==> config.mk <==
export PLATFORM = sky130hd
export DESIGN_NAME = cof_trace_rec
export DESIGN_NICKNAME = d
export VERILOG_FILES = /design/src/rtl/cof_trace_pkg.sv /design/src/rtl/cof_classify.sv /design/src/rtl/cof_pair_q.sv /design/src/rtl/cof_trace_store.sv /design/src/rtl/cof_trace_rec.sv
export SDC_FILE = /design/constraint.sdc
export NUM_CORES = 2
export LEC_CHECK = 0
export ABC_AREA = 0
export BUFFER_PORTS_ARGS = -buffer_cell sky130_fd_sc_hd__buf_4
export CAP_MARGIN = 20
export CORE_ASPECT_RATIO = 0.9
export CORE_MARGIN = 8
export CORE_UTILIZATION = 63
export CTS_CLUSTER_DIAMETER = 40
export CTS_CLUSTER_SIZE = 28
export DETAILED_ROUTE_END_ITERATION = 8
export GPL_ROUTABILITY_DRIVEN = 0
export PLACE_DENSITY = 0.77
export SLEW_MARGIN = 10
export SYNTH_ARGS = -nofsm -noshare
export SYNTH_HDL_FRONTEND = slang
export SYNTH_HIERARCHICAL = 1
export SYNTH_SLANG_ARGS = --single-unit
==> constraint.sdc <==
create_clock -name clk -period 4.8 [get_ports clk]
set_clock_uncertainty 0.05 [all_clocks]
set_input_delay 0.48 -clock clk [delete_from_list [all_inputs] [get_ports clk]]
set_output_delay 0.48 -clock clk [all_outputs]
set_load 0.005 [all_outputs]
==> src/rtl/cof_trace_pkg.sv <==
package cof_trace_pkg;
  localparam int ADDR_W = 18;
  localparam int ENT_W  = ADDR_W + 2;

  typedef enum logic [2:0] {
    CLS_SEQ    = 3'd0,
    CLS_COND   = 3'd1,
    CLS_JMPX   = 3'd2,
    CLS_RET    = 3'd3,
    CLS_DIRECT = 3'd4
  } cof_cls_e;

  typedef struct packed {
    logic              rsvd;
    logic              is_src;
    logic [ADDR_W-1:0] addr;
  } trace_ent_t;
endpackage

==> src/rtl/cof_classify.sv <==
module cof_classify
  import cof_trace_pkg::*;
(
  input  cof_cls_e          cls,
  input  logic              taken,
  input  logic [ADDR_W-1:0] src,
  input  logic [ADDR_W-1:0] dst,
  input  logic              irq,
  input  logic              bgvec,
  input  logic [ADDR_W-1:0] vec,
  output logic [1:0]        n_ent,
  output trace_ent_t        ent0,
  output trace_ent_t        ent1
);
  logic       cof_hit, irq_hit;
  trace_ent_t cof_e, irq_e;

  always_comb begin
    cof_hit = 1'b0;
    cof_e   = '0;
    case (cls)
      CLS_COND: begin
        if (taken) begin
          cof_hit      = 1'b1;
          cof_e.is_src = 1'b1;
          cof_e.addr   = src;
        end
      end
      CLS_JMPX, CLS_RET: begin
        cof_hit    = 1'b1;
        cof_e.addr = dst;
      end
      default: cof_hit = 1'b0;
    endcase
    irq_hit    = irq && !bgvec;
    irq_e      = '0;
    irq_e.addr = vec;
    n_ent      = {1'b0, cof_hit} + {1'b0, irq_hit};
    // flow change first, vector second
    ent0       = cof_hit ? cof_e : irq_e;
    ent1       = irq_e;
  end
endmodule

==> src/rtl/cof_pair_q.sv <==
module cof_pair_q
  import cof_trace_pkg::*;
#(
  parameter int QD = 2
) (
  input  logic       clk,
  input  logic       rst_n,
  input  logic       flush,
  input  logic [1:0] push_n,
  input  trace_ent_t push0,
  input  trace_ent_t push1,
  output logic       pop_valid,
  output trace_ent_t pop_ent,
  output logic       room2
);
  localparam int CW = $clog2(QD + 1);

  trace_ent_t     slots  [QD];
  trace_ent_t     nslots [QD];
  logic [CW-1:0]  cnt;
  int             base, ncnt;
  logic           pop;

  always_comb begin
    pop   = (cnt != '0);
    base  = int'(cnt) - (pop ? 1 : 0);
    room2 = (QD - base) >= 2;
    for (int i = 0; i < QD; i++) begin
      nslots[i] = '0;
      if (pop) begin
        if (i + 1 < QD) nslots[i] = slots[i+1];
      end else begin
        nslots[i] = slots[i];
      end
    end
    if (push_n != 2'd0 && base < QD) nslots[base] = push0;
    if (push_n == 2'd2 && base + 1 < QD) nslots[base+1] = push1;
    ncnt = base + int'(push_n);
    if (ncnt > QD) ncnt = QD;
  end

  always_ff @(posedge clk or negedge rst_n) begin
    if (!rst_n) begin
      cnt <= '0;
      for (int i = 0; i < QD; i++) slots[i] <= '0;
    end else if (flush) begin
      cnt <= '0;
    end else begin
      cnt <= CW'(ncnt);
      for (int i = 0; i < QD; i++) slots[i] <= nslots[i];
    end
  end

  assign pop_valid = pop && !flush;
  assign pop_ent   = slots[0];
endmodule

==> src/rtl/cof_trace_store.sv <==
module cof_trace_store
  import cof_trace_pkg::*;
#(
  parameter int DEPTH = 64,
  localparam int IDX_W = $clog2(DEPTH),
  localparam int CNT_W = $clog2(DEPTH + 1)
) (
  input  logic             clk,
  input  logic             rst_n,
  input  logic             clear,
  input  logic             wr_en,
  input  trace_ent_t       wr_ent,
  input  logic             rd_req,
  input  logic [IDX_W-1:0] rd_idx,
  input  logic             rd_block,
  output logic             rd_valid,
  output logic [ENT_W-1:0] rd_data,
  output logic [IDX_W-1:0] ptr,
  output logic [CNT_W-1:0] cnt,
  output logic             ovf
);
  trace_ent_t mem [DEPTH];
  logic       at_end;

  assign at_end = (ptr == IDX_W'(DEPTH - 1));

  always_ff @(posedge clk or negedge rst_n) begin
    if (!rst_n) begin
      for (int i = 0; i < DEPTH; i++) mem[i] <= '0;
    end else if (wr_en && !clear) begin
      mem[ptr] <= wr_ent;
    end
  end

  always_ff @(posedge clk or negedge rst_n) begin
    if (!rst_n) begin
      ptr <= '0;
      cnt <= '0;
      ovf <= 1'b0;
    end else if (clear) begin
      ptr <= '0;
      cnt <= '0;
      ovf <= 1'b0;
    end else if (wr_en) begin
      ptr <= at_end ? '0 : ptr + 1'b1;
      if (cnt != CNT_W'(DEPTH)) cnt <= cnt + 1'b1;
      if (at_end) ovf <= 1'b1;
    end
  end

  always_ff @(posedge clk or negedge rst_n) begin
    if (!rst_n) begin
      rd_valid <= 1'b0;
      rd_data  <= '0;
    end else begin
      rd_valid <= rd_req;
      if (rd_req) rd_data <= rd_block ? '0 : mem[rd_idx];
    end
  end
endmodule

==> src/rtl/cof_trace_rec.sv <==
module cof_trace_rec
  import cof_trace_pkg::*;
#(
  parameter int DEPTH = 64,
  parameter int QDEPTH = 2,
  localparam int IDX_W = $clog2(DEPTH),
  localparam int CNT_W = $clog2(DEPTH + 1)
) (
  input  logic             clk,
  input  logic             rst_n,
  input  logic             arm_req,
  input  logic             disarm_req,
  input  logic             ev_valid,
  output logic             ev_ready,
  input  logic [2:0]       ev_cls,
  input  logic             ev_taken,
  input  logic [17:0]      ev_src,
  input  logic [17:0]      ev_dst,
  input  logic             ev_irq,
  input  logic             ev_bgvec,
  input  logic [17:0]      ev_vec,
  input  logic             rd_req_valid,
  input  logic [IDX_W-1:0] rd_req_idx,
  output logic             rd_rsp_valid,
  output logic [19:0]      rd_rsp_data,
  output logic             armed,
  output logic [IDX_W-1:0] wr_ptr,
  output logic [CNT_W-1:0] entry_cnt,
  output logic             overflow
);
  logic       clear, room2, pop_valid;
  logic [1:0] n_ent, push_n;
  trace_ent_t ent0, ent1, pop_ent;

  assign clear = arm_req && !disarm_req;

  always_ff @(posedge clk or negedge rst_n) begin
    if (!rst_n)          armed <= 1'b0;
    else if (disarm_req) armed <= 1'b0;
    else if (arm_req)    armed <= 1'b1;
  end

  cof_classify u_cls (
    .cls   (cof_cls_e'(ev_cls)),
    .taken (ev_taken),
    .src   (ev_src),
    .dst   (ev_dst),
    .irq   (ev_irq),
    .bgvec (ev_bgvec),
    .vec   (ev_vec),
    .n_ent (n_ent),
    .ent0  (ent0),
    .ent1  (ent1)
  );

  assign ev_ready = !armed || room2;
  assign push_n   = (ev_valid && ev_ready && armed && !clear) ? n_ent : 2'd0;

  cof_pair_q #(.QD(QDEPTH)) u_q (
    .clk       (clk),
    .rst_n     (rst_n),
    .flush     (!armed || clear),
    .push_n    (push_n),
    .push0     (ent0),
    .push1     (ent1),
    .pop_valid (pop_valid),
    .pop_ent   (pop_ent),
    .room2     (room2)
  );

  cof_trace_store #(.DEPTH(DEPTH)) u_mem (
    .clk      (clk),
    .rst_n    (rst_n),
    .clear    (clear),
    .wr_en    (pop_valid),
    .wr_ent   (pop_ent),
    .rd_req   (rd_req_valid),
    .rd_idx   (rd_req_idx),
    .rd_block (armed),
    .rd_valid (rd_rsp_valid),
    .rd_data  (rd_rsp_data),
    .ptr      (wr_ptr),
    .cnt      (entry_cnt),
    .ovf      (overflow)
  );
endmodule

## Word-level counts from Yosys, hierarchy flattened

Index checks and enable logic that the tools add are counted.
W data, S select, Z words.

- Logic and storage cells: 299
- Bits in registers: 1358
- Output and inout bits: 37
- Input port bits: 72

- Reduce and logical (&&, ||, !) cells: 28
- Magnitude comparators: 11
- Multiplexer cells: 38
- Equal/unequal tests: 6
- Bitwise operators: 4
- Add/subtract/negate cells: 7

Operator list:

| kind | count |
|---|---|
| $bwmux W1280 | 1 |
| $mux W20 | 8 |
| $bmux W20 S6 | 1 |
| $demux W20 S6 | 1 |
| $bwmux W40 | 2 |
| $mux W40 | 2 |
| $ge A32 B2 Y1 const B | 2 |
| $lt A32 B1 Y1 const B | 2 |
| $lt A32 B3 Y1 const B | 2 |
| $not A32 Y32 | 2 |
| $demux W20 S1 | 2 |
| $mux W19 | 2 |
| $pmux W18 S2 | 1 |
| $add A32 B2 Y32 const B | 1 |
| $add A32 B3 Y32 | 1 |
| $ge A32 B3 Y1 const B | 1 |
| $gt A32 B3 Y1 const B | 1 |
| $sub A3 B32 Y32 | 1 |
| $sub A3 B32 Y32 const A | 1 |
| $mux W7 | 3 |
| $mux W6 | 3 |
| $ge A7 B7 Y1 const B | 2 |
| $not A6 Y7 | 2 |
| $logic_and A1 B1 Y1 | 12 |
| 17 further kinds | 38 |

## Depth between registers and ports, before layout

- Word-level depth: 15
- Gate-level depth with buffers: 14
- Depth with buffers taken out: 10

## Hierarchy

Netlist, hierarchy kept.

By module, submodules not included:

| module | area each (um^2) | seq. area each (um^2) | cells an instance | instances |
|---|---|---|---|---|
| cof_trace_store | 60523.0 | 32906.6 | 3785 | 1 |
| cof_pair_q | 2979.1 | 1051.0 | 366 | 1 |
| cof_classify | 556.8 | 0.0 | 69 | 1 |
| cof_trace_rec | 87.6 | 25.0 | 9 | 1 |

## Worst setup path after synthesis

No wires, ideal clock.

- Path type: register to register
- Start: register u_q.cnt[1]
- End: register u_q/slots[17] (netlist name)
- Cell stages (with the launch flop): 13
- Clock period less this slack: 3.426 ns
- Setup slack: 1.374 ns
- Arrival time: 3.253 ns
- Data required time: 4.627 ns
- Cell sequence: dfrtp_1 -> clkbuf_1 -> nor2b_1 -> clkbuf_2 -> buf_2 -> ha_1 -> or3b_2 -> nand2_1 -> and4bb_2 -> or4b_4 -> or3_4 -> buf_6 -> o221a_1

- Word-level cells in the longest chain between the ends: 15
- Elaborated cells on any way between the ends: 34
- Those cells by class: add/sub (3); order compare (7); eq/ne (1); mux (11); bitwise (2); reduce/logical (10)

Ends and longest elaborated chain:

| what | line | source |
|---|---|---|
| start: declaration | cof_pair_q.sv:20 | `logic [CW-1:0] cnt;` |
| start signal: assignment | cof_pair_q.sv:49 | `cnt <= CW'(ncnt);` |
| $reduce_bool A2 Y1 | cof_pair_q.sv:25 | `pop = (cnt != '0);` |
| $mux W1 | cof_pair_q.sv:26 | `base = int'(cnt) - (pop ? 1 : 0);` |
| $sub A3 B32 Y32 * | cof_pair_q.sv:26 |  |
| $sub A3 B32 Y32 * | cof_pair_q.sv:27 | `room2 = (QD - base) >= 2;` |
| $ge A32 B3 Y1 * | cof_pair_q.sv:27 |  |
| net room2 | cof_trace_rec.sv:31 | `logic clear, room2, pop_valid;` |
| $logic_or A1 B1 Y1 * | cof_trace_rec.sv:56 | `assign ev_ready = !armed \|\| room2;` |
| $logic_and A1 B1 Y1 * (3 in a row) | cof_trace_rec.sv:57 | `assign push_n = (ev_valid && ev_ready && armed && !clear) ? n_ent : 2'd0;` |
| $mux W2 * | cof_trace_rec.sv:57 |  |
| net push_n[0] | cof_trace_rec.sv:32 | `logic [1:0] n_ent, push_n;` |
| $reduce_bool A2 Y1 | cof_pair_q.sv:36 | `if (push_n != 2'd0 && base < QD) nslots[base] = push0;` |
| $logic_and A1 B1 Y1 | cof_pair_q.sv:36 |  |
| $mux W40 | cof_pair_q.sv:36 |  |
| $bwmux W40 | cof_pair_q.sv:37 | `if (push_n == 2'd2 && base + 1 < QD) nslots[base+1] = push1;` |
| $mux W40 * | cof_pair_q.sv:37 |  |

Mark *: on every way through the listed nets, which the timed path passes. The rest lies on a longest branch.
A chain may end at the register's enable or synchronous reset.

## Final worst setup path

- Start: register u_q.cnt[0]
- End: register u_q/pop_ent[12] (netlist name)

- Word-level cells in the longest chain between the ends: 15
- Elaborated cells on any way between the ends: 34
- Those cells by class: add/sub (3); order compare (7); eq/ne (1); mux (11); bitwise (2); reduce/logical (10)

Ends and longest elaborated chain:

| what | line |
|---|---|
| $reduce_bool A2 Y1 | cof_pair_q.sv:25 |
| $mux W1 | cof_pair_q.sv:26 |
| $sub A3 B32 Y32 * | cof_pair_q.sv:26 |
| $sub A3 B32 Y32 * | cof_pair_q.sv:27 |
| $ge A32 B3 Y1 * | cof_pair_q.sv:27 |
| net room2 | cof_trace_rec.sv:31 |
| $logic_or A1 B1 Y1 * | cof_trace_rec.sv:56 |
| $logic_and A1 B1 Y1 * (3 in a row) | cof_trace_rec.sv:57 |
| $mux W2 * | cof_trace_rec.sv:57 |
| net push_n[0] | cof_trace_rec.sv:32 |
| $reduce_bool A2 Y1 | cof_pair_q.sv:36 |
| $logic_and A1 B1 Y1 | cof_pair_q.sv:36 |
| $mux W40 | cof_pair_q.sv:36 |
| $bwmux W40 | cof_pair_q.sv:37 |
| $mux W40 * | cof_pair_q.sv:37 |

Marked as above.

==> summary.md <==
## Run status
- result of the run: finished, final reports clean

## Worst setup path
- crit-path most repeated cell: sky130_fd_sc_hd__nand2_1
- worst reg2reg endpoint: u_q/pop_ent[12]$_DFFE_PN0N_
- FF-to-FF setup slack: 1.08 ns
- worst-path maximum fanout: 20
- cells along the critical path: nor2b_1 -> inv_2 -> ha_1 -> or3b_2 -> nand2_1 -> and4bb_2 -> nor4b_1 -> nand2_1 -> nor2_1 -> o31ai_1
- number of cells on the worst reg-to-reg path: 10
- source of the worst register-to-register timing path: u_q/cnt[0]$_DFF_PN0_
- highest cell delay on the worst timing path: 0.61 ns
- kind of critical path: reg2reg
- startpoint type of the worst setup path: register
- kind of cell adding the most delay to the critical path: simple AND/OR/NAND/NOR gates
- WP buf/inv: 1
- Req. time, crit path: 5.34 ns
- type of element capturing the critical path: register
- data arrival time of the worst path: 4.27 ns
- cell at the slowest stage of the critical path: sky130_fd_sc_hd__nand2_1

## Synth
- share of async-settable or async-resettable flops after synthesis: 100%
- EDFF count, synth: 0
- synth unique cells: 60
- warning count from the yosys run: 6
- average size of a mapped cell: 15.2 µm²
- biggest area consumer among synthesized cells: sky130_fd_sc_hd__dfrtp_1
- top-count cell post-synth: sky130_fd_sc_hd__dfrtp_1
- proportion of synthesized chip area in sequential cells: 53.0%
- ranking of synthesized cells by area: sky130_fd_sc_hd__dfrtp_1, sky130_fd_sc_hd__mux2_2, sky130_fd_sc_hd__mux4_2
- proportion of synthesized area in mux cells: 36.5%
- leading post-synthesis cells by instance count: sky130_fd_sc_hd__dfrtp_1, sky130_fd_sc_hd__mux2_2, sky130_fd_sc_hd__mux4_2
- Yosys reg bits: 1358
- cell area after synthesis: 64100 µm²
- gate count after technology mapping: 4229
- parity-gate share of the synthesized area counting xor and xnor cells: 0.0956%
- share of the synthesized area in compound gates (AO/OA/AOI/OAI): 3.40%
- Primary FF master, synth: sky130_fd_sc_hd__dfrtp_1
- Synth top area share: 53.0%
- main combinational cell family by area after synthesis: multiplexers
- fraction of the mapped netlist area in simple logic gates: 2.53%
- fraction of the mapped netlist area in adder cells: 0.168%

## Clock tree
- clock sink count: 1358
- CTS tree: yes
- level count of the clock H-tree: 4
- Bufs on Longest Clock Path: 3
- clock latency reported for the late side of the worst-skew pair: 0.74 ns
- buffers inserted during post-CTS setup optimization: 0
- clock root cell: sky130_fd_sc_hd__clkbuf_16
- clock-pin slew on the worst setup and hold paths: 0.06 ns
- number of clock buffers inserted by TritonCTS: 145

## Layout
- ratio of cells with drive above 1 in the final layout: 51.3%
- final instance area: 70600 µm²
- synthesis-to-layout area growth: 10.1%
- filler cell count in the final layout: 6683
- nets: 4247

## GRT
- initial antenna violation count: 2
- overall global routing resource usage: 28.5%
- sum of overflow across all layers after global routing: 0
- via count of the first global-routing pass: 39400
- first-pass GRT wire length: 247000 µm
- largest net degree at the start of global routing: 150

## Floorplan
- chip width: 352 µm
- standard cell core area: 101000 µm²
- I/O Pins: 109
- die height: 319 µm
- effective utilization at floorplan: 63.3%
- number of cell rows: 111
- die outline area: 112000 µm²

## STA
- final setup violating endpoints: 0
- share of the clock period used by the worst path: 77.6%
- sum of negative setup slack: 0 ns
- final period demand of the worst path: 3.72 ns
- hold violation total from the final report: 0
- top achievable clock speed: 269 MHz
- Slew headroom: 32.6%
- setup repair after global routing missed its margin: no
- Slew Limit Fails: 0
- slew at the pin closest to its max-slew limit: 1.01 ns

## Placed design
- DP Area: 65400 µm²
- IO Port Bufs: 108
- sum of net half-perimeters after detailed placement: 96600 µm

## Power
- switching component of the power: 6.75 mW
- Static Leak: 34.0 nW
- switching fraction of total power: 26.4%
- Pwr Density: 362 nW/µm²
- sequential power share: 47.2%
- internal power component: 18.8 mW
- Clk pwr share: 45.6%
- Comb power frac: 7.2%
- worst ir drop on vdd: 0.438 mV

## Routing
- number of DRC violations after detailed-routing iteration 0: 3080
- DRC violation count after routing: 0
- Vias: 37100
- Post-DRT Antenna Nets: 0
- wirelength, routed: 159000 µm
- WL/cell: 28.2 µm
- detail-routed via count per cell: 6.56
- drt first pass iters: 7

## Min path
- Worst Hold Class: in2reg
- Hold Crit Endpoint: u_mem/ptr[2]$_DFFE_PN0P_
- number of instances on the worst hold path: 3
- worst min-delay path startpoint: arm_req

## Flow run
- max cap viols: 0

## power groups by stage
stage	clock network (mW)	registers [mW]	logic, mW
global placement	0	12.3	1.81
finish	11.7	12.1	1.85
detailed placement	0	12.3	1.83
CTS	11.9	12.1	1.85
global route	12.4	12.1	1.99
floorplan	0	11.8	1.29
## cell type report
class | count | area, µm² | area share [%]
inverters | 8 | 30.0 | 0.0425
clock inverters | 94 | 1100 | 1.55
repair buffers | 274 | 2380 | 3.37
diodes | 6 | 15.0 | 0.0213
flip-flops and latches | 1358 | 34000 | 48.1
multi-input cells | 2380 | 27500 | 38.9
clock buffers | 173 | 3930 | 5.56
well taps | 1356 | 1700 | 2.40
## registers in the layout (all words and copies together) (netlist names), 2 cells and up
| signal | cells |
|---|---|
| u_mem/cnt | 7 |
| u_mem/mem | 1280 |
| u_mem/ptr | 6 |
| u_mem/rd_data | 20 |
| u_q/cnt | 2 |
| u_q/pop_ent | 20 |
| u_q/slots | 20 |
## layout by cell type (no fill, tap or decap), types with 18 or more instances in the layout
cell type                       synthesis  layout
sky130_fd_sc_hd__mux2i_1              128     128
sky130_fd_sc_hd__dfrtp_1             1358    1338
sky130_fd_sc_hd__mux4_2               320     320
sky130_fd_sc_hd__inv_6                  0      29
sky130_fd_sc_hd__a211oi_1              21      21
sky130_fd_sc_hd__nor2_1                82      57
sky130_fd_sc_hd__mux2_2              1246    1246
sky130_fd_sc_hd__a221oi_1              21      21
sky130_fd_sc_hd__nand3_1               42      42
sky130_fd_sc_hd__mux2_4                40      40
sky130_fd_sc_hd__o31ai_1               27      27
sky130_fd_sc_hd__a22oi_1               40      40
sky130_fd_sc_hd__a21o_1                18      18
sky130_fd_sc_hd__buf_12                 4      18
sky130_fd_sc_hd__dfrtp_2                0      20
sky130_fd_sc_hd__clkbuf_16              0     149
sky130_fd_sc_hd__a21oi_1               24      24
sky130_fd_sc_hd__dlygate4sd3_1          0      22
sky130_fd_sc_hd__nand2_1              116     116
sky130_fd_sc_hd__o21ai_0               41      41
sky130_fd_sc_hd__nor2_2                 2      27
sky130_fd_sc_hd__a32oi_1               20      20
sky130_fd_sc_hd__o221a_1               19      19
sky130_fd_sc_hd__buf_4                112     230
sky130_fd_sc_hd__mux2_1                27      27
sky130_fd_sc_hd__a22o_1                38      38
## layer usage
| metal | wire [µm] | track usage, % |
|---|---|---|
| met5 | 13 | 0 |
| met3 | 12800 | 7.65 |
| met2 | 73000 | 43.1 |
| met1 | 67500 | 40.1 |
| met4 | 5990 | 10.7 |
## cell families after synthesis
logic type,count (synthesis)
muxes,1761
DFF,1358
buffers and inverters,493
and+or+nand+nor,316
AOI/OAI and AO/OA,285
adders and majority gates,8
xor gates and xnor gates,7
other,1
## how the worst max path moves through the flow
stage | startpoint | to | slack [ns] | depth (start not counted)
finish | u_q/cnt[0]$_DFF_PN0_ | u_q/pop_ent[12]$_DFFE_PN0N_ | 1.08 | 10
global route | u_q/cnt[0]$_DFF_PN0_ | u_q/pop_ent[5]$_DFFE_PN0N_ | 0.81 | 10
CTS | u_q/cnt[0]$_DFF_PN0_ | u_q/pop_ent[12]$_DFFE_PN0N_ | 1.21 | 10
detailed placement | u_q/cnt[0]$_DFF_PN0_ | u_q/pop_ent[12]$_DFFE_PN0N_ | 1.22 | 10
global placement | arm_req | u_mem/mem[1216]$_DFFE_PN0P_ | 1.35 | 8
floorplan | u_q/cnt[1]$_DFF_PN0_ | u_q/slots[17]$_DFFE_PN0N_ | 1.37 | 12
## worst register-to-register path: stages, from the launching register on
cell and delay (ns):
sky130_fd_sc_hd__dfrtp_1 0.38, sky130_fd_sc_hd__nor2b_1 0.57, sky130_fd_sc_hd__inv_2 0.10, sky130_fd_sc_hd__ha_1 0.24, sky130_fd_sc_hd__or3b_2 0.46, sky130_fd_sc_hd__nand2_1 0.09, sky130_fd_sc_hd__and4bb_2 0.25, sky130_fd_sc_hd__nor4b_1 0.43
sky130_fd_sc_hd__nand2_1 0.61, sky130_fd_sc_hd__nor2_1 0.32, sky130_fd_sc_hd__o31ai_1 0.09
## through the flow
| stage | utilization, % | hold slack [ns] | cells | worst slack [ns] | power [mW] |
|---|---|---|---|---|---|
| after detailed placement | 64.5 | 0.422 | 5354 | 1.22 | 14.1 |
| final | 69.7 | 0.147 | 5649 | 1.08 | 25.6 |
| after global placement | 64.5 | 0.413 | 5354 | 1.35 | 14.1 |
| after global routing | 69.7 | 0.146 | 5643 | 0.811 | 26.4 |
| after CTS | 69.7 | 0.0926 | 5643 | 1.21 | 25.8 |
| after floorplan | - | 0.134 | 4231 | 1.37 | 13.1 |
## repair_timing
item,in CTS,in global routing
hold buffers,22,0
resized for setup,0,0
endpoints found under the setup margin,0,0
endpoints found under the hold margin,178,0
(Power assumes the default switching activity.)
